==> src/rtl/fault_guard_pkg.sv <==
package fault_guard_pkg;

  // strobes from control to datapath
  typedef struct packed {
    logic clrModes;
  } ctlStrobes_t;

  // conditions from datapath to control
  typedef struct packed {
    logic faultEdge;
  } dpFlags_t;

endpackage

==> src/rtl/fault_dp.sv <==
module fault_dp
  import fault_guard_pkg::*;
#(
  parameter int NUM_CH    = 4,
  parameter int MODE_W    = 2,
  parameter int SYNC_LEN  = 2,
  parameter int FILT_LEN  = 4
) (
  input  logic                     clk,
  input  logic                     rstN,
  input  logic                     extPin,
  input  logic                     cmpOut,
  input  logic                     srcSel,
  input  logic                     filtEn,
  input  logic                     edgeRise,
  input  logic                     modeWr,
  input  logic [NUM_CH*MODE_W-1:0] modeWrData,
  input  logic [NUM_CH-1:0]        ocOut,
  input  logic [NUM_CH-1:0]        portData,
  input  ctlStrobes_t              strobes,
  output dpFlags_t                 flags,
  output logic [NUM_CH*MODE_W-1:0] modeBits,
  output logic [NUM_CH-1:0]        pinOut
);

  localparam int MODE_BITS = NUM_CH * MODE_W;
  localparam int CNT_W     = (FILT_LEN > 1) ? $clog2(FILT_LEN) : 1;
  localparam logic [CNT_W-1:0] CNT_LAST = CNT_W'(FILT_LEN - 1);

  logic [SYNC_LEN-1:0]  extSync;
  logic [SYNC_LEN-1:0]  cmpSync;
  logic                 selSync;
  logic                 filtQ;
  logic [CNT_W-1:0]     filtCnt;
  logic                 condSig;
  logic                 prevQ;
  logic                 edgeHit;
  logic [MODE_BITS-1:0] modeQ;

  // both sources are synchronized so a source switch is glitch-free
  always_ff @(posedge clk) begin
    if (!rstN) begin
      extSync <= '0;
      cmpSync <= '0;
    end else begin
      extSync <= {extSync[SYNC_LEN-2:0], extPin};
      cmpSync <= {cmpSync[SYNC_LEN-2:0], cmpOut};
    end
  end

  assign selSync = srcSel ? cmpSync[SYNC_LEN-1] : extSync[SYNC_LEN-1];

  // noise filter: follows the input only after FILT_LEN equal samples
  always_ff @(posedge clk) begin
    if (!rstN) begin
      filtQ   <= 1'b0;
      filtCnt <= '0;
    end else if (selSync == filtQ) begin
      filtCnt <= '0;
    end else if (filtCnt == CNT_LAST) begin
      filtQ   <= selSync;
      filtCnt <= '0;
    end else begin
      filtCnt <= filtCnt + 1'b1;
    end
  end

  assign condSig = filtEn ? filtQ : selSync;

  always_ff @(posedge clk) begin
    if (!rstN) prevQ <= 1'b0;
    else       prevQ <= condSig;
  end

  assign edgeHit = edgeRise ? (condSig & ~prevQ) : (~condSig & prevQ);
  assign flags.faultEdge = edgeHit;

  // output-mode fields: the fault clear has priority over a write
  always_ff @(posedge clk) begin
    if (!rstN)                 modeQ <= '0;
    else if (strobes.clrModes) modeQ <= '0;
    else if (modeWr)           modeQ <= modeWrData;
  end

  assign modeBits = modeQ;

  generate
    for (genvar ch = 0; ch < NUM_CH; ch++) begin : g_pinMux
      assign pinOut[ch] = (|modeQ[ch*MODE_W +: MODE_W]) ? ocOut[ch] : portData[ch];
    end
  endgenerate


  filt_settle_chk: assert property (@(posedge clk) disable iff (!rstN)
    (filtQ != $past(filtQ)) |-> ($past(filtCnt) == CNT_LAST));


  clr_wins_chk: assert property (@(posedge clk) disable iff (!rstN)
    strobes.clrModes |=> (modeBits == '0));


  clr_pins_chk: assert property (@(posedge clk) disable iff (!rstN)
    strobes.clrModes |=> (pinOut == portData));

endmodule

==> src/rtl/fault_ctl.sv <==
module fault_ctl
  import fault_guard_pkg::*;
(
  input  logic        clk,
  input  logic        rstN,
  input  logic        ctlWr,
  input  logic        ctlArm,
  input  logic        ctlSrcSel,
  input  logic        ctlFiltEn,
  input  logic        ctlEdgeRise,
  input  logic        ctlIrqEn,
  input  logic        irqAck,
  input  dpFlags_t    flags,
  output ctlStrobes_t strobes,
  output logic        srcSel,
  output logic        filtEn,
  output logic        edgeRise,
  output logic        armed,
  output logic        irqReq
);

  logic armedQ;
  logic irqEnQ;
  logic irqQ;
  logic faultHit;

  assign faultHit         = armedQ & flags.faultEdge;
  assign strobes.clrModes = faultHit;

  always_ff @(posedge clk) begin
    if (!rstN) begin
      srcSel   <= 1'b0;
      filtEn   <= 1'b0;
      edgeRise <= 1'b1;
      irqEnQ   <= 1'b0;
    end else if (ctlWr) begin
      srcSel   <= ctlSrcSel;
      filtEn   <= ctlFiltEn;
      edgeRise <= ctlEdgeRise;
      irqEnQ   <= ctlIrqEn;
    end
  end

  // self-disarm beats a software write in the same cycle
  always_ff @(posedge clk) begin
    if (!rstN)         armedQ <= 1'b0;
    else if (faultHit) armedQ <= 1'b0;
    else if (ctlWr)    armedQ <= ctlArm;
  end

  always_ff @(posedge clk) begin
    if (!rstN)                   irqQ <= 1'b0;
    else if (faultHit && irqEnQ) irqQ <= 1'b1;
    else if (irqAck)             irqQ <= 1'b0;
  end

  assign armed  = armedQ;
  assign irqReq = irqQ;


  arm_drop_chk: assert property (@(posedge clk) disable iff (!rstN)
    (armedQ && flags.faultEdge) |=> !armed);


  irq_set_chk: assert property (@(posedge clk) disable iff (!rstN)
    (armedQ && flags.faultEdge && irqEnQ) |=> irqReq);


  irq_hold_chk: assert property (@(posedge clk) disable iff (!rstN)
    (irqReq && !irqAck) |=> irqReq);


  irq_disarmed_chk: assert property (@(posedge clk) disable iff (!rstN)
    !armedQ |=> !$rose(irqReq));

endmodule

==> src/rtl/pwm_fault_guard.sv <==
module pwm_fault_guard
  import fault_guard_pkg::*;
#(
  parameter int NUM_CH   = 4,
  parameter int MODE_W   = 2,
  parameter int SYNC_LEN = 2,
  parameter int FILT_LEN = 4
) (
  input  logic                     clk,
  input  logic                     rstN,
  input  logic                     extPin,
  input  logic                     cmpOut,
  input  logic                     ctlWr,
  input  logic                     ctlArm,
  input  logic                     ctlSrcSel,
  input  logic                     ctlFiltEn,
  input  logic                     ctlEdgeRise,
  input  logic                     ctlIrqEn,
  input  logic                     modeWr,
  input  logic [NUM_CH*MODE_W-1:0] modeWrData,
  input  logic [NUM_CH-1:0]        ocOut,
  input  logic [NUM_CH-1:0]        portData,
  input  logic                     irqAck,
  output logic [NUM_CH-1:0]        pinOut,
  output logic [NUM_CH*MODE_W-1:0] modeBits,
  output logic                     armed,
  output logic                     irqReq
);

  ctlStrobes_t strobes;
  dpFlags_t    flags;
  logic        srcSel;
  logic        filtEn;
  logic        edgeRise;

  fault_ctl u_ctl (
    .clk         (clk),
    .rstN        (rstN),
    .ctlWr       (ctlWr),
    .ctlArm      (ctlArm),
    .ctlSrcSel   (ctlSrcSel),
    .ctlFiltEn   (ctlFiltEn),
    .ctlEdgeRise (ctlEdgeRise),
    .ctlIrqEn    (ctlIrqEn),
    .irqAck      (irqAck),
    .flags       (flags),
    .strobes     (strobes),
    .srcSel      (srcSel),
    .filtEn      (filtEn),
    .edgeRise    (edgeRise),
    .armed       (armed),
    .irqReq      (irqReq)
  );

  fault_dp #(
    .NUM_CH   (NUM_CH),
    .MODE_W   (MODE_W),
    .SYNC_LEN (SYNC_LEN),
    .FILT_LEN (FILT_LEN)
  ) u_dp (
    .clk        (clk),
    .rstN       (rstN),
    .extPin     (extPin),
    .cmpOut     (cmpOut),
    .srcSel     (srcSel),
    .filtEn     (filtEn),
    .edgeRise   (edgeRise),
    .modeWr     (modeWr),
    .modeWrData (modeWrData),
    .ocOut      (ocOut),
    .portData   (portData),
    .strobes    (strobes),
    .flags      (flags),
    .modeBits   (modeBits),
    .pinOut     (pinOut)
  );

endmodule

==> config.mk <==
export PLATFORM = sky130hd
export DESIGN_NAME = pwm_fault_guard
export DESIGN_NICKNAME = d
export VERILOG_FILES = /design/src/rtl/fault_guard_pkg.sv /design/src/rtl/fault_dp.sv /design/src/rtl/fault_ctl.sv /design/src/rtl/pwm_fault_guard.sv
export SDC_FILE = /design/constraint.sdc
export NUM_CORES = 1
export LEC_CHECK = 0
export ABC_CLOCK_PERIOD_IN_PS = 1900
export CORE_MARGIN = 10
export CORE_UTILIZATION = 64
export CTS_BUF_LIST = sky130_fd_sc_hd__clkbuf_8
export CTS_CLUSTER_DIAMETER = 200
export DETAILED_ROUTE_END_ITERATION = 7
export DONT_BUFFER_PORTS = 1
export GPL_TIMING_DRIVEN = 1
export PLACE_DENSITY = 0.79
export SLEW_MARGIN = 10
export SYNTH_ARGS = -nofsm -noshare
export SYNTH_HDL_FRONTEND = slang
export SYNTH_SLANG_ARGS = --single-unit
==> constraint.sdc <==
create_clock -name clk -period 1.9 [get_ports clk]
set_clock_uncertainty 0.1 [all_clocks]
set_input_delay 0.285 -clock clk [delete_from_list [all_inputs] [get_ports clk]]
set_output_delay 0.285 -clock clk [all_outputs]
set_load 0.01 [all_outputs]
* Word-level counts from Yosys, hierarchy flattened *
Cells that the tools add are included.

storage, ports and cells
  flip-flop bits (word level) = 22
  output and inout port bits = 14
  input port bits = 28
  bits in writable memories = 0
  word-level logic and storage cells = 40
  memories kept = 0
  bits in latches = 0
  ROM bits = 0

operators by class
  muxes and demuxes = 9
  magnitude comparators = 0
  divide/modulo/power cells = 0
  equal/unequal tests = 2
  reduce and logical (&&, ||, !) cells = 9
  bitwise logic cells = 7
  shift operators = 0
  multiply operators = 0
  add/sub/neg operators = 1

operators with widths
  operator             number
  $reduce_or 2->1      5
  $mux 1               9
  $not 1->1            4
  $and 1x1->1          3
  $reduce_or 3->1      1
  $add 2x1->2 const B  1
  $eq 2x2->1 const B   1
  $reduce_and 2->1     1
  $reduce_bool 2->1    1
  $eq 1x1->1           1
  $logic_and 1x1->1    1

* Depth between registers and ports, before layout *
Gate-level depths: netlist (run 1).

  word-level depth = 8
  mapped depth = 3
  depth with buffers taken out = 3

* Modules after synthesis *
From an unflattened synthesis (run 1), not the netlist that was laid out.

second synthesis, totals
  cells, all modules = 82
  area total of the unflattened synthesis = 883.3 um2

by module, submodules not included
  module     seq. area each (um2)  times used  area each (um2)  cells an instance
  fault_dp   320.3                 1           643.1            61
  fault_ctl  120.1                 1           240.2            21

* Worst setup path before layout (run 1) *
OpenSTA, ideal clock, no wires.

  path kind = flip-flop to flip-flop
  from = register u_ctl.srcSel
  to = register u_ctl.irqQ, in the netlist u_ctl.irqReq
  setup time = 0.120 ns
  period minus slack after synthesis = 1.556 ns
  setup slack = 0.344 ns
  arrival = 1.336 ns
  stages on the path, launching flop included = 4
  cells stage by stage = dfxtp_1 mux2i_1 mux2_4 a211o_1

between the ends
  cells in the longest elaborated chain, start to end = 8
  elaborated cells on any way between the ends = 10
  classes of those cells = mux: 4; bitwise: 4; reduce/logical: 2

RTL lines
  item                                         line             source
  start: declaration                           fault_ctl.sv:15  output logic srcSel,
  start signal: assignment                     fault_ctl.sv:37  srcSel <= ctlSrcSel;
  $mux 1 (*)                                   fault_dp.sv:51   assign selSync = srcSel ? cmpSync[SYNC_LEN-1] : extSync[SYNC_LEN-1];
  $mux 1 (*)                                   fault_dp.sv:68   assign condSig = filtEn ? filtQ : selSync;
  $not 1->1                                    fault_dp.sv:75   assign edgeHit = edgeRise ? (condSig & ~prevQ) : (~condSig & prevQ);
  $and 1x1->1                                  fault_dp.sv:75
  $mux 1 (*)                                   fault_dp.sv:75
  $and 1x1->1 (*)                              fault_ctl.sv:27  assign faultHit = armedQ & flags.faultEdge;
  $logic_and 1x1->1 (*)                        fault_ctl.sv:53  else if (faultHit && irqEnQ) irqQ <= 1'b1;
  $mux 1 or $reduce_bool 2->1 (tied branches)  --
  end signal: assignment                       fault_ctl.sv:52  if (!rstN) irqQ <= 1'b0;
  end signal: assignment                       fault_ctl.sv:53
  end signal: assignment                       fault_ctl.sv:54  else if (irqAck) irqQ <= 1'b0;
  end: declaration                             fault_ctl.sv:24  logic irqQ;

Every way passes the cells marked *; elsewhere a longest branch is shown, timed or not.
A chain may end at the register's enable or synchronous reset.

* Final worst setup path (run 1) *
Same ends and word-level chain as after synthesis.

==> key figures, run 1 <==
Status
  • Status: finished clean

Power and ir drop
  • Sw Pwr: 0.190 mW
  • Comb pwr share: 0.083
  • Sw Share: 0.210
  • Pleak: 0.438 nW
  • Clock Power Share: 0.354
  • Sequential Power Share: 0.562
  • Pwr per Cell Area: 826 nW/µm²
  • Peak supply drop: 0.696 mV
  • P_int: 0.714 mW

Clocking
  • Clock slew at reported path FFs: 0.07 ns
  • Root Buffer: clkbuf_8
  • CTS tree: built
  • CTS H-tree lvls: 1
  • Clock Path Buffers: 2
  • Post-CTS Resized: 0
  • Skew-Pair Late Insertion Delay: 0.25 ns
  • CTS sink count: 22
  • Total CTS buffers: 3

Worst setup path
  • Reg-to-Reg Start: u_ctl.srcSel
  • CP Max Fanout: 10
  • CP Data Arrival Time: 1.58 ns
  • Critical-path cell list: mux2i_1, mux2_4, a211o_1
  • CP Class: flip-flop to flip-flop
  • Critical path startpoint category: flip-flop
  • Critical path data required time: 1.95 ns
  • CP peak stage delay: 0.41 ns
  • Reg2Reg Depth: 3
  • Crit path depth: 3
  • Setup crit end kind: flip-flop
  • Max stage delay cell, worst path: mux2_4
  • Crit path launch: u_ctl.srcSel
  • Worst path buffer plus inverter count: 0
  • Top Family by Delay on Critical Path: multiplexers

STA
  • Final setup fails: 0
  • TNS Setup: 0 ns
  • Fin crit share: 0.807
  • Worst hold margin: 0.0523 ns
  • Relative slew slack: 0.752
  • RSZ-0062 raised after global routing: false
  • Minimum clock period: 1.53 ns
  • Slew Limit Fails: 0
  • Worst Max-Slew Pin Slew: 0.371 ns
  • Hold Vio Cnt, Final: 0
  • Fmax: 652 MHz

Global routing
  • GRT Total Usage: 0.115
  • Grt total ovfl: 0
  • Met1 Track Usage GR: 0.116
  • Largest net degree at the start of global routing: 25
  • Initial antenna violation count: 0
  • GR peak layer: met2
  • Met2 global-route usage: 0.178
  • Via count of the first global-routing pass: 718
  • First-pass GRT wire length: 3270 µm
  • Met3 GRT Util: 0.0763

Layout
  • Multi-input gate area: 561 µm²
  • FF+latch area: 440 µm²
  • Non-filler cells, final: 104
  • Fill cells: 112
  • Antenna fix cells: 0
  • Most frequent cells in the layout: 22 x dfxtp_1, 14 x mux2i_1, 9 x nor4b_2
  • Most common cell after layout, fill and taps aside: dfxtp_1
  • # nets final: 118
  • Syn-to-layout area delta: 7.50%
  • Layout cells sized above 1: 0.193

Yosys
  • Synth Warn #: 0
  • Cell count after synthesis: 86
  • Synthesized area per cell: 11.8 µm²
  • Synth unique cells: 24
  • Seq/Total Area, Yosys: 0.433
  • Synth Flop Type: dfxtp_1
  • Post-synth ARST share: 0
  • Synthesized flop and latch total: 22
  • Syn nets: 115
  • Post-Synthesis Cell Area: 1020 µm²
  • Post-synth EDFFs: 0

Placed design
  • Cell count after placement: 99
  • Port bufs: 0
  • Final Wtd Congestion: 0.790
  • DPL Wire Length: 1520 µm

Die
  • Initial Util: 0.675
  • Die area: 3580 µm²
  • Row cnt: 14
  • Core Area: 1510 µm²
  • Height of the die: 59.9 µm
  • DIE WIDTH: 59.9 µm
  • Top Ports: 42

Routing
  • Drt pass-1 iters: 4
  • DR vias: 659
  • Routed wire length: 1980 µm
  • Final antenna-violating net count: 0
  • Residual DRC: 0
  • Vias/cell: 6.34
  • Routed WL per cell: 19.0 µm
  • DR iter-0 viols: 6

Worst hold path
  • Hold path startpoint: rstN
  • Tightest Hold Check Type: input port to flip-flop
  • Hold depth: 1

Job
  • Max-cap violations: 0
==> metrics by stage <==
step | utilization | setup slack, ns | area [µm²] | power (mW)
after CTS | 0.726 | 0.369 | 1090 | 0.918
after detailed placement | 0.683 | 0.401 | 1030 | 0.593
final | 0.726 | 0.367 | 1090 | 0.903
after global placement | 0.683 | 0.427 | 1030 | 0.590
after floorplan | - | 0.344 | 1020 | 0.588
after global routing | 0.726 | 0.278 | 1090 | 0.939
==> Yosys cell counts, types with 3 or more instances <==
library cell,count,share of area
dfxtp_1,22,0.43
mux2i_1,14,0.14
nor4b_2,9,0.13
and2_1,6,0.037
mux2_1,4,0.044
nand2_1,4,0.015
nor2_1,4,0.015
clkbuf_1,3,0.011
nor2b_1,3,0.018
nor4bb_1,3,0.030
==> sequential cells by signal (all words and copies together), names as in the netlist <==
| name | count |
|---|---|
| u_ctl.armed | 1 |
| u_ctl.edgeRise | 1 |
| u_ctl.filtEn | 1 |
| u_ctl.irqEnQ | 1 |
| u_ctl.irqReq | 1 |
| u_ctl.srcSel | 1 |
| u_dp.cmpSync | 2 |
| u_dp.extSync | 2 |
| u_dp.filtCnt | 2 |
| u_dp.filtQ | 1 |
| u_dp.modeBits | 8 |
| u_dp.prevQ | 1 |
==> final timing paths <==
check                                       end  slack (ns)
worst max-delay path               u_ctl.irqReq        0.37
worst min-delay path            u_dp.extSync[1]        0.05
worst max register to register     u_ctl.irqReq        0.37
worst min register to register  u_dp.filtCnt[0]        0.34
==> metal layers <==
metal,vias to the layer above,part of all wire
met1,303,0.37
met4,0,0.0071
met3,4,0.17
met2,36,0.45
li1,316,-
met5,-,0
==> power by group through the flow <==
| stage | Clock, mW | Combinational [mW] | Sequential (mW) |
|---|---|---|---|
| global route | 0.343 | 0.0842 | 0.512 |
| global placement | 0 | 0.0726 | 0.517 |
| CTS | 0.333 | 0.0766 | 0.508 |
| floorplan | 0 | 0.0753 | 0.513 |
| finish | 0.320 | 0.0753 | 0.508 |
| detailed placement | 0 | 0.0744 | 0.519 |
==> final cells by class <==
type                    count  area share
clock buffers               4      0.0503
flip-flops and latches     22       0.403
multi-input cells          60       0.513
well taps                  16      0.0183
repair buffers              2      0.0160
==> kinds of logic (layout without fill, tap and decap cells) <==
group / count (synthesis) / in the layout / share of synthesized area
AO/OA/AOI/OAI: 5 / 5 / 0.0443
XOR/XNOR: 1 / 1 / 0.00861
adder cells (fa/ha/maj): 1 / 1 / 0.0123
buffers and inverters: 4 / 6 / 0.0160
flip-flops: 22 / 22 / 0.433
multiplexers: 19 / 19 / 0.197
AND/OR/NAND/NOR: 34 / 34 / 0.289
==> repair_timing <==
item / in CTS / in global routing
setup buffers: 0 / 0
hold endpoints to repair: 1 / 0
hold buffers: 1 / 0
Note: power is estimated with default switching activity, not from simulation.
==> run 2, diff against run 1 <==
ABC_CLOCK_PERIOD_IN_PS = 1540   (was 1900)
clock period = 1.54 ns   (was 1.9 ns; I/O delays follow)
==> key figures, run 2 (synthesized netlist as in run 1, its figures left out) <==
Worst setup path
  • RR Endpoint: u_ctl.irqReq
  • CP Data Arrival Time: 1.55 ns (-0.03 ns)
  • Max stage delay cell, worst path: mux2_4
  • Worst path buffer plus inverter count: 0 (unchanged)
  • Reg-to-Reg Start: u_ctl.srcSel
  • Crit path depth: 3 (unchanged)
  • CP Class: flip-flop to flip-flop
  • Setup crit end kind: flip-flop
  • CP Max Fanout: 5 (-5)
  • Critical-path cell list: mux2i_4, mux2_4, a211o_1
  • Crit path launch: u_ctl.srcSel
  • Reg2Reg Depth: 3 (unchanged)
  • Top Family by Delay on Critical Path: multiplexers
  • Critical path startpoint category: flip-flop
  • CP peak stage delay: 0.37 ns (-0.04 ns)
  • Worst reg-to-reg setup slack: 0.04 ns (-0.33 ns)
  • Critical path data required time: 1.59 ns (-0.36 ns)

Placed design
  • Port bufs: 0 (unchanged)
  • DPL Wire Length: 1520 µm (about the same)
  • Placed cell area: 1050 µm² (+1.8%)
  • Final Wtd Congestion: 0.813 (+2.8%)
  • Cell count after placement: 101 (+2.0%)

STA
  • Final setup fails: 0 (unchanged)
  • Worst hold margin: 0.000701 ns (-0.0516 ns)
  • Relative slew slack: 0.712 (-0.0401)
  • Minimum clock period: 1.50 ns (-0.0318 ns)
  • Hold Vio Cnt, Final: 0 (unchanged)
  • Worst Max-Slew Pin Slew: 0.426 ns (+0.0552 ns)
  • Slew Limit Fails: 0 (unchanged)
  • TNS Setup: 0 ns (unchanged)
  • RSZ-0062 raised after global routing: false
  • Fmax: 666 MHz (+2.1%)
  • Fin crit share: 0.975 (+0.168)

Die
  • Top Ports: 42 (unchanged)
  • Row cnt: 14 (unchanged)
  • Height of the die: 59.9 µm (unchanged)
  • Core Area: 1510 µm² (unchanged)
  • DIE WIDTH: 59.9 µm (unchanged)
  • Die area: 3580 µm² (unchanged)
  • Initial Util: 0.675 (unchanged)

Status
  • Status: finished clean

Routing
  • Routed WL per cell: 20.0 µm (+5.0%)
  • DR vias: 680 (+3.2%)
  • Routed wire length: 2180 µm (+10%)
  • DR iter-0 viols: 6 (unchanged)
  • Vias/cell: 6.24 (-1.5%)
  • Drt pass-1 iters: 4 (unchanged)
  • Final antenna-violating net count: 0 (unchanged)
  • Residual DRC: 0 (unchanged)

Clocking
  • CTS H-tree lvls: 1 (unchanged)
  • Clock Path Buffers: 2 (unchanged)
  • Root Buffer: clkbuf_8
  • CTS sink count: 22 (unchanged)
  • CTS tree: built
  • Skew-Pair Late Insertion Delay: 0.26 ns (about the same)
  • # Post-CTS Setup Buffers: 0 (unchanged)
  • Total CTS buffers: 3 (unchanged)
  • Clock slew at reported path FFs: 0.08 ns (about the same)

Layout
  • Max reg flops: 8 (unchanged)
  • Post-Layout Inst Area: 1160 µm² (+5.8%)
  • # nets final: 123 (+4.2%)
  • Non-filler cells, final: 109 (+4.8%)
  • Most common cell after layout, fill and taps aside: dfxtp_1
  • Util after Layout: 0.768 (+0.0424)
  • Syn-to-layout area delta: 13.8%
  • Layout cells sized above 1: 0.247 (+0.0541)
  • Most frequent cells in the layout: 21 x dfxtp_1, 13 x mux2i_1, 9 x nor4b_2
  • Antenna fix cells: 0 (unchanged)

Worst hold path
  • Hold depth: 1 (unchanged)
  • Hold path startpoint: rstN
  • Worst hold endpoint: u_dp.extSync[0]
  • Tightest Hold Check Type: input port to flip-flop

Global routing
  • GRT Total Usage: 0.117 (+0.00218)
  • Grt total ovfl: 0 (unchanged)
  • Initial antenna violation count: 0 (unchanged)
  • Via count of the first global-routing pass: 702 (-2.2%)
  • First-pass GRT wire length: 3280 µm (+0.21%)
  • Largest net degree at the start of global routing: 22 (-12%)

Job
  • Max-cap violations: 0 (unchanged)

Power and ir drop
  • Pwr per Cell Area: 982 nW/µm² (+19%)
  • Peak supply drop: 0.795 mV (+14%)
  • Pleak: 0.466 nW (+6.3%)
==> run 2: cell types whose count changed in the layout (fill, tap and decap cells not counted), sizes merged <==
cell | previous run | this run
buf | 1 | 3
mux2 | 5 | 6
dlygate4sd3 | 1 | 3
==> run 2: how the worst max path moves through the flow <==
stage / to / slack, ns
2_1_floorplan: u_ctl.irqReq / 0.02
3_3_place_gp: u_ctl.irqReq / 0.07
4_1_cts: u_ctl.irqReq / 0.02
3_5_place_dp: u_ctl.irqReq / 0.04
6_report: u_ctl.irqReq / 0.04
5_1_grt: pinOut[3] / 0.008
==> run 2: power breakdown <==
group	leakage, nW	switching [mW]	total (mW)	internal (mW)
clock network	0.0288	0.174	0.402	0.227
registers	0.181	0.0306	0.627	0.596
logic	0.256	0.0416	0.108	0.0663
total	0.466	0.246	1.14	0.890
==> run 2: layer usage <==
layer | vias to the layer above | wire length (µm) | GRT usage
met5 | - | 0 | 0
met4 | 0 | 27 | 0.0673
met3 | 4 | 341 | 0.0742
met2 | 33 | 1000 | 0.182
met1 | 314 | 810 | 0.116
li1 | 329 | - | -
==> run 2: through the flow <==
stage	power, mW	worst slack [ns]
floorplan	0.727	0.0244
global placement	0.731	0.0714
detailed placement	0.735	0.0364
CTS	1.13	0.0242
global route	1.18	0.00799
finish	1.14	0.0388
==> run 2: layout make-up <==
type	count	area [µm²]
sequential	22	442
clock buffer	4	55.1
tap	16	20.0
multi-input combinational	61	588
fill	98	349
timing repair buffer	6	52.6
==> run 2: timing repair <==
action	in CTS	in global routing
hold buffers	3	0
setup endpoints to repair	0	5
hold endpoints to repair	4	0
gates resized for setup	0	4
==> run 3, diff against run 2 <==
ABC_CLOCK_PERIOD_IN_PS = 1600   (was 1540)
clock period = 1.6 ns   (was 1.54 ns; I/O delays follow)
==> key figures, run 3 (synthesized netlist as in run 1, its figures left out) <==
Global routing
  • Grt total ovfl: 0 (unchanged)
  • Via count of the first global-routing pass: 692 (-1.4%)
  • First-pass GRT wire length: 3270 µm (-0.21%)
  • GRT Total Usage: 0.118 (+0.000527)
  • Largest net degree at the start of global routing: 21 (-4.5%)
  • Initial antenna violation count: 0 (unchanged)

STA
  • Minimum clock period: 1.52 ns (+0.0179 ns)
  • RSZ-0062 raised after global routing: false
  • Slew Limit Fails: 0 (unchanged)
  • Worst Max-Slew Pin Slew: 0.373 ns (-0.0534 ns)
  • Hold Vio Cnt, Final: 0 (unchanged)
  • Fmax: 658 MHz (-1.2%)
  • Fin crit share: 0.949 (-0.0254)
  • Relative slew slack: 0.751 (+0.0389)
  • TNS Setup: 0 ns (unchanged)
  • Final setup fails: 0 (unchanged)

Routing
  • Vias/cell: 6.26 (+0.30%)
  • DR iter-0 viols: 5 (-1)
  • DR vias: 657 (-3.4%)
  • Final antenna-violating net count: 0 (unchanged)
  • Routed WL per cell: 19.0 µm (-5.1%)
  • Drt pass-1 iters: 3 (-1)
  • Routed wire length: 1990 µm (-8.5%)
  • Residual DRC: 0 (unchanged)

Power and ir drop
  • P_int: 0.800 mW (-10%)
  • Sequential Power Share: 0.582 (+0.030)
  • Clock Power Share: 0.325 (-0.028)
  • Sw Share: 0.225 (+0.00859)
  • Sw Pwr: 0.233 mW (-5.5%)
  • Pleak: 0.440 nW (-5.5%)
  • Comb pwr share: 0.093 (-0.002)
  • Pwr per Cell Area: 941 nW/µm² (-4.1%)
  • Peak supply drop: 0.769 mV (-3.3%)

Worst setup path
  • CP Data Arrival Time: 1.58 ns (+0.03 ns)
  • CP Class: flip-flop to flip-flop
  • CP Max Fanout: 10 (+5)
  • Critical path startpoint category: flip-flop
  • Setup crit end kind: flip-flop
  • Critical path data required time: 1.66 ns (+0.07 ns)

Layout
  • Most frequent cells in the layout: 22 x dfxtp_1, 14 x mux2i_1, 9 x nor4b_2
  • Antenna fix cells: 0 (unchanged)
  • Syn-to-layout area delta: 7.87%
  • Most common cell after layout, fill and taps aside: dfxtp_1
  • Non-filler cells, final: 105 (-3.7%)
  • Layout cells sized above 1: 0.191 (-0.0563)
  • # nets final: 120 (-2.4%)
  • Post-Layout Inst Area: 1100 µm² (-5.2%)
  • Max reg flops: 8 (unchanged)

Die
  • DIE WIDTH: 59.9 µm (unchanged)
  • Core Area: 1510 µm² (unchanged)
  • Top Ports: 42 (unchanged)
  • Height of the die: 59.9 µm (unchanged)
  • Die area: 3580 µm² (unchanged)
  • Initial Util: 0.675 (unchanged)
  • Row cnt: 14 (unchanged)

Clocking
  • CTS sink count: 22 (unchanged)
  • Root Buffer: clkbuf_8
  • CTS tree: built
  • CTS H-tree lvls: 1 (unchanged)
  • Post-CTS Resized: 0 (unchanged)
  • Total CTS buffers: 3 (unchanged)
  • Clock slew at reported path FFs: 0.07 ns (about the same)
  • Skew-Pair Late Insertion Delay: 0.26 ns (about the same)
  • Clock Path Buffers: 2 (unchanged)

Status
  • Status: finished clean

Placed design
  • Port bufs: 0 (unchanged)
  • Cell count after placement: 100 (-0.99%)
  • DPL Wire Length: 1530 µm (+0.49%)
  • Placed cell area: 1040 µm² (-1.1%)
  • Final Wtd Congestion: 0.782 (-3.8%)

Worst hold path
  • Tightest Hold Check Type: input port to flip-flop

Job
  • Max-cap violations: 0 (unchanged)
run 3: what timing repair did:
action / CTS / global route
hold endpoints to repair: 5 / 0
hold buffers: 2 / 0
buffers inserted: 0 / 0
run 3: per-layer routing:
layer,track usage,routed length (µm),part of all wire,up-vias
met1,0.119,745,0.37,297
met4,0.0673,41,0.021,0
met5,0,0,0,-
met3,0.0847,350,0.18,5
met2,0.174,855,0.43,33
li1,-,-,-,322
run 3: path summary, 6_finish.rpt:
check             startpoint               to  slack, ns  cells past startpoint
max             u_ctl.srcSel     u_ctl.irqReq       0.08                      3
max reg2reg     u_ctl.srcSel     u_ctl.irqReq       0.08                      3
min                     rstN  u_dp.cmpSync[0]      0.007                      1
min reg2reg  u_dp.cmpSync[0]  u_dp.cmpSync[1]       0.34                      1
run 3: cell type report:
class / count / area [µm²]
Fill cell: 106 / 409
Tap cell: 16 / 20.0
Clock buffer: 3 / 41.3
Multi-Input combinational cell: 60 / 561
Timing Repair Buffer: 4 / 35.0
Sequential cell: 22 / 440
run 3: through the flow:
| stage | total power [mW] | hold slack [ns] | setup slack [ns] | util |
|---|---|---|---|---|
| finish | 1.03 | 0.00706 | 0.0809 | 0.728 |
| global route | 1.07 | 0.0160 | 0.0257 | 0.728 |
| CTS | 1.04 | 0.00243 | 0.0836 | 0.728 |
| detailed placement | 0.707 | 0.217 | 0.103 | 0.688 |
| global placement | 0.703 | 0.205 | 0.126 | 0.688 |
| floorplan | 0.698 | 0.267 | 0.0441 | - |
run 3: worst max-delay path, cell delays in order, from the launching register on:
cell and delay (ns):
dfxtp_1 0.35, mux2i_1 0.29, mux2_4 0.41, a211o_1 0.27
run 3: power by group through the flow:
stage / Sequential, mW / Combinational, mW / Clock (mW)
6_report: 0.601 / 0.0964 / 0.335
5_1_grt: 0.606 / 0.108 / 0.359
4_1_cts: 0.601 / 0.0984 / 0.344
3_5_place_dp: 0.614 / 0.0929 / 0
3_3_place_gp: 0.612 / 0.0908 / 0
2_1_floorplan: 0.609 / 0.0894 / 0
